**src/rtl/vlbc_pkg.sv**
```systemverilog
package vlbc_pkg;
  localparam int unsigned INSN_W = 32;
  localparam int unsigned IDX_W  = 5;

  localparam logic [5:0]  PRIM_OP = 6'b000100;
  localparam logic [10:0] EXT_OP  = 11'b00110001101;

  typedef struct packed {
    logic             hit;
    logic [IDX_W-1:0] tgt;
    logic [IDX_W-1:0] src;
    logic [IDX_W-1:0] cnt;
  } dec_t;
endpackage

```
**src/rtl/vlbc_decode.sv**
```systemverilog
module vlbc_decode
  import vlbc_pkg::*;
(
  input  logic [INSN_W-1:0] insn_i,
  output dec_t              dec_o
);
  always_comb begin
    dec_o.hit = (insn_i[31:26] == PRIM_OP) && (insn_i[10:0] == EXT_OP);
    dec_o.tgt = insn_i[25:21];
    dec_o.src = insn_i[20:16];
    dec_o.cnt = insn_i[15:11];
  end
endmodule

```
**src/rtl/vlbc_mask_gen.sv**
```systemverilog
module vlbc_mask_gen #(
  parameter int unsigned VEC_W  = 128,
  parameter int unsigned CNT_W  = 64,
  parameter int unsigned LANE_W = 64
) (
  input  logic [CNT_W-1:0] cnt_i,
  output logic [VEC_W-1:0] mask_o
);
  localparam int unsigned LANES = VEC_W / LANE_W;
  localparam int unsigned BPL   = LANE_W / 8;
  localparam int unsigned SH_W  = $clog2(BPL);

  logic [SH_W-1:0]   part_bytes;
  logic [SH_W+2:0]   part_bits;
  logic [LANE_W-1:0] partial;

  // ones in the low (count mod BPL) bytes of a lane
  assign part_bytes = cnt_i[SH_W-1:0];
  assign part_bits  = {part_bytes, 3'b000};
  assign partial    = ~({LANE_W{1'b1}} << part_bits);

  for (genvar k = 0; k < LANES; k++) begin : g_lane
    localparam logic [CNT_W-1:0] LO = CNT_W'(k * BPL);
    localparam logic [CNT_W-1:0] HI = CNT_W'((k + 1) * BPL);
    always_comb begin
      if (cnt_i < LO)       mask_o[k*LANE_W +: LANE_W] = '0;
      else if (cnt_i < HI)  mask_o[k*LANE_W +: LANE_W] = partial;
      else                  mask_o[k*LANE_W +: LANE_W] = '1;
    end
  end
endmodule

```
**src/rtl/vlbc_apply.sv**
```systemverilog
module vlbc_apply #(
  parameter int unsigned VEC_W = 128
) (
  input  logic [VEC_W-1:0] src_i,
  input  logic [VEC_W-1:0] mask_i,
  output logic [VEC_W-1:0] res_o
);
  localparam int unsigned NBYTES = VEC_W / 8;

  for (genvar b = 0; b < NBYTES; b++) begin : g_byte
    assign res_o[b*8 +: 8] = src_i[b*8 +: 8] & mask_i[b*8 +: 8];
  end
endmodule

```
**src/rtl/vlbc_unit.sv**
```systemverilog
module vlbc_unit
  import vlbc_pkg::*;
#(
  parameter int unsigned VEC_W  = 128,
  parameter int unsigned CNT_W  = 64,
  parameter int unsigned LANE_W = 64
) (
  input  logic                clk_i,
  input  logic                rst_ni,
  input  logic                insn_valid_i,
  input  logic [INSN_W-1:0]   insn_i,
  input  logic [VEC_W-1:0]    vsrc_i,
  input  logic [CNT_W-1:0]    cnt_i,
  output logic [IDX_W-1:0]    tgt_idx_o,
  output logic [IDX_W-1:0]    src_idx_o,
  output logic [IDX_W-1:0]    cnt_idx_o,
  output logic [VEC_W-1:0]    result_o,
  output logic                wr_en_o,
  output logic                res_valid_o,
  output logic [IDX_W-1:0]    res_tgt_o
);
  dec_t             dec;
  logic [VEC_W-1:0] mask;
  logic             vld_q;
  logic [IDX_W-1:0] tgt_q;

  vlbc_decode u_dec (
    .insn_i (insn_i),
    .dec_o  (dec)
  );

  vlbc_mask_gen #(
    .VEC_W  (VEC_W),
    .CNT_W  (CNT_W),
    .LANE_W (LANE_W)
  ) u_mask (
    .cnt_i  (cnt_i),
    .mask_o (mask)
  );

  vlbc_apply #(
    .VEC_W (VEC_W)
  ) u_apply (
    .src_i  (vsrc_i),
    .mask_i (mask),
    .res_o  (result_o)
  );

  assign wr_en_o   = insn_valid_i & dec.hit;
  assign tgt_idx_o = dec.tgt;
  assign src_idx_o = dec.src;
  assign cnt_idx_o = dec.cnt;

  always_ff @(posedge clk_i or negedge rst_ni) begin
    if (!rst_ni) begin
      vld_q <= 1'b0;
      tgt_q <= '0;
    end else begin
      vld_q <= wr_en_o;
      if (wr_en_o) tgt_q <= dec.tgt;
    end
  end

  assign res_valid_o = vld_q;
  assign res_tgt_o   = tgt_q;
endmodule

```
**config.mk**
```make
export PLATFORM = sky130hd
export DESIGN_NAME = vlbc_unit
export DESIGN_NICKNAME = d
export VERILOG_FILES = /design/src/rtl/vlbc_pkg.sv /design/src/rtl/vlbc_decode.sv /design/src/rtl/vlbc_mask_gen.sv /design/src/rtl/vlbc_apply.sv /design/src/rtl/vlbc_unit.sv
export SDC_FILE = /design/constraint.sdc
export NUM_CORES = 1
export LEC_CHECK = 0
export BUFFER_PORTS_ARGS = -buffer_cell sky130_fd_sc_hd__buf_2
export CAP_MARGIN = 20
export CORE_AREA = 2 2 146 148
export DETAILED_ROUTE_END_ITERATION = 10
export DIE_AREA = 0 0 148 150
export PLACE_DENSITY = 0.4
export RECOVER_POWER = 100
export SLEW_MARGIN = 0
export SYNTH_ARGS = -nofsm -noshare
export SYNTH_HDL_FRONTEND = slang
export SYNTH_SLANG_ARGS = --single-unit
export TNS_END_PERCENT = 10
```
**constraint.sdc**
```tcl
create_clock -name clk_i -period 1.87 [get_ports clk_i]
set_input_delay 0.374 -clock clk_i [delete_from_list [all_inputs] [get_ports clk_i]]
set_output_delay 0.374 -clock clk_i [all_outputs]
set_load 0.005 [all_outputs]
```
==> results.md <==
* Total GRT Usage at 0.109
* Crit path capture: result_o[8]
* WP data required at 1.50 ns
* Critical path's top delay family: buffers and inverters
* Mapped Avg Cell Area at 5.69 um2
* Setup_tns at -31.32 ns
* Pwr dens at 236 nW/um2
* Lkg Pwr at 2.83 nW
* Largest net degree at the start of global routing at 43
* Status: finished with violations
* CTS tree: built
* Worst-case reg-to-reg path depth at 1
* Final WS setup at -0.298 ns
* Worst slew pin tran at 0.884 ns
* Drt wl/cell at 14.7 um
* Util after Layout at 0.241
* Failing checks: setup timing
* Fmax at 461 MHz
* Area of the multi-input gates at 1340 um2
* Fillers at 2,355
* Final-report max-slew violation count at 0
* Slew headroom at 0.411
* Final min period at 2.17 ns
* Hold Fails Final Rpt at 0
* Share of layout cells above drive strength 1 at 0.598
* Sequential share of the synthesized area at 0.0751
* Drt first pass iters at 4
* Num CTS Buffers at 3
* Max-Cap Viols at 0
* Routed Antenna Nets at 0
* Pwr Total at 1.17 mW
* Critical path's largest stage delay at 0.26 ns
* Final setup viols at 128
* CP Capture Type: primary output
* First-pass GRT wire length at 19.4 mm
* Worst r2r dst: res_tgt_o[0]$_DFFE_PN0P_
* Post-Layout Cell Count at 998
* Type of the most critical hold path: in2reg
* DP Area at 4270 um2
* Final period util at 1.16
* Hold WS at 0.402 ns
* Via count at 3,965
* Vias in the first global route at 3,751
* Post-Syn Nets at 578
* CP Cell Sequence: buf_2 -> nor4_4 -> nand4_1 -> nor3_2 -> buf_6 -> buf_12 -> buf_12 -> clkbuf_16 -> a31oi_1 -> buf_2
* Syn Inst Count at 351
* Worst skew pair latency at 0.23 ns
* Crit Path Max Fanout at 5
* Cell Rows at 53
* R2R Setup Slk at 1.11 ns
* FF/Latch Area at 150 um2
* RSZ-0062 raised after global routing: true
* Vias per inst at 3.97
* DP Wirelength at 10.8 mm
* Slowest cell on crit path: nor4_4
* Die X at 148 um
* Crit path depth at 10
* Setup crit start: cnt_i[27]
* Die Footprint at 22,200 um2
* N_diodes at 0
* Setup WS pre-CTS at -0.346 ns
* Routed wire length at 14.7 mm
* RR Startpoint: res_tgt_o[0]$_DFFE_PN0P_
* Area delta synth->final at 149%
* CTS clk-pin slew, worst paths at 0.03 ns
* Post-synthesis register bit count at 6
* Initial antenna violation count at 0
* Skew final at 0 ns
* Final instance area at 4980 um2
* Crit path arrival time at 1.79 ns
* Die Span Y at 150 um
* Synthesized area at 2000 um2
* YS warnings at 0
* IO Count at 377
* Nets at 952
* Clk sinks at 6
* Initial Util at 0.0966
* CP bufs+invs at 6
* Input/output buffers at 356
* Initial DRC count at 113
* GPL Wtd Cong at 0.777
* H-tree Lvls at 1
* Critical setup path kind: in2out
* Worst setup SP type: input port
* Core footprint at 20,700 um2
* Clk Tree Root Cell: clkbuf_16
* Aggregate global routing overflow at 0
* Clock tree buffer depth at 2
* DRC at 0
* Peak supply drop at 184 uV
* Netlist cell types at 23
* Placed insts at 977
==> metal layers <==
metal	up-vias	track usage	share of wire
li1	1955	-	-
met1	1764	0.122	0.39
met2	228	0.219	0.54
met3	18	0.0146	0.064
met4	0	0.0214	0.013
met5	-	0	0
==> cell type report <==
type | instances | area share
Inverter | 121 | 0.0913
Clock buffer | 3 | 0.0151
Timing Repair Buffer | 414 | 0.526
Multi-Input combinational cell | 179 | 0.268
Tap cell | 275 | 0.0691
Sequential cell | 6 | 0.0302
==> cells by family after synthesis <==
family,share of synthesized area
compound gates,0.421
buf+inv,0.353
flops,0.0751
mux,0.0282
simple gates,0.123
==> worst min path at each step <==
stage                from                  endpoint  slack [ns]  depth (start not counted)
6_report       insn_i[24]  res_tgt_o[3]$_DFFE_PN0P_        0.40                          2
5_1_grt        insn_i[24]  res_tgt_o[3]$_DFFE_PN0P_        0.40                          2
4_1_cts        insn_i[24]  res_tgt_o[3]$_DFFE_PN0P_        0.40                          2
3_5_place_dp       rst_ni  res_tgt_o[2]$_DFFE_PN0P_        0.22                          1
3_3_place_gp       rst_ni  res_tgt_o[2]$_DFFE_PN0P_        0.21                          1
2_1_floorplan      rst_ni  res_tgt_o[0]$_DFFE_PN0P_        0.08                          0
==> cells in the final DEF, fill, tap and decap left out, types with 2 or more instances in the layout <==
master       n
clkbuf_16    9
dfrtp_1      6
mux2_2       5
nor3_1       4
a31oi_4      3
nand4_1      3
inv_1      121
buf_8        2
nor3_2       2
nand2_1      3
nor4_1       3
nor4b_1      2
a21oi_1      3
buf_12      11
buf_2      340
a31oi_1    116
buf_16       5
nand3_1      4
buf_4       31
o21ai_1      3
nor2_1       2
nor4_4       7
nor4_2       5
clkbuf_1     9
buf_6        9
a21boi_0     8
==> cells in the mapped netlist <==
cell type  instances  share of area
a21boi_0           8          0.030
a21oi_1            3         0.0075
a31oi_1          120           0.38
and2_1             1         0.0031
buf_1              1         0.0019
buf_2             15          0.038
buf_4             17          0.064
clkbuf_1          12          0.023
dfrtp_1            6          0.075
inv_1            121           0.23
mux2_2             5          0.028
nand2_1            3         0.0056
nand3_1            4          0.010
nand3b_1           1         0.0038
nand4_1            3         0.0094
nand4bb_1          1         0.0056
nor2_1             3         0.0056
nor3_1             5          0.013
nor3_4             1         0.0081
nor4_1            15          0.047
nor4b_1            2         0.0088
o21ai_1            3         0.0075
or2_2              1         0.0031
==> what timing repair did <==
action,in CTS,in global routing
hold buffers,1,0
pin swaps,50,18
endpoints found under the hold margin,6,0
cloned,4,6
buffers inserted,7,0
endpoints found under the setup margin,129,129
gates resized for setup,21,27
==> report_power, final <==
group	total, mW	internal [mW]	switching [mW]
Combinational	0.695	0.379	0.316
Clock	0.348	0.275	0.0734
Sequential	0.131	0.131	0.0000106
==> registers in the layout, indices dropped and copies added, names as in the netlist <==
name         count
res_valid_o      1
res_tgt_o        5
No activity file was read; power rests on OpenSTA's default activity.
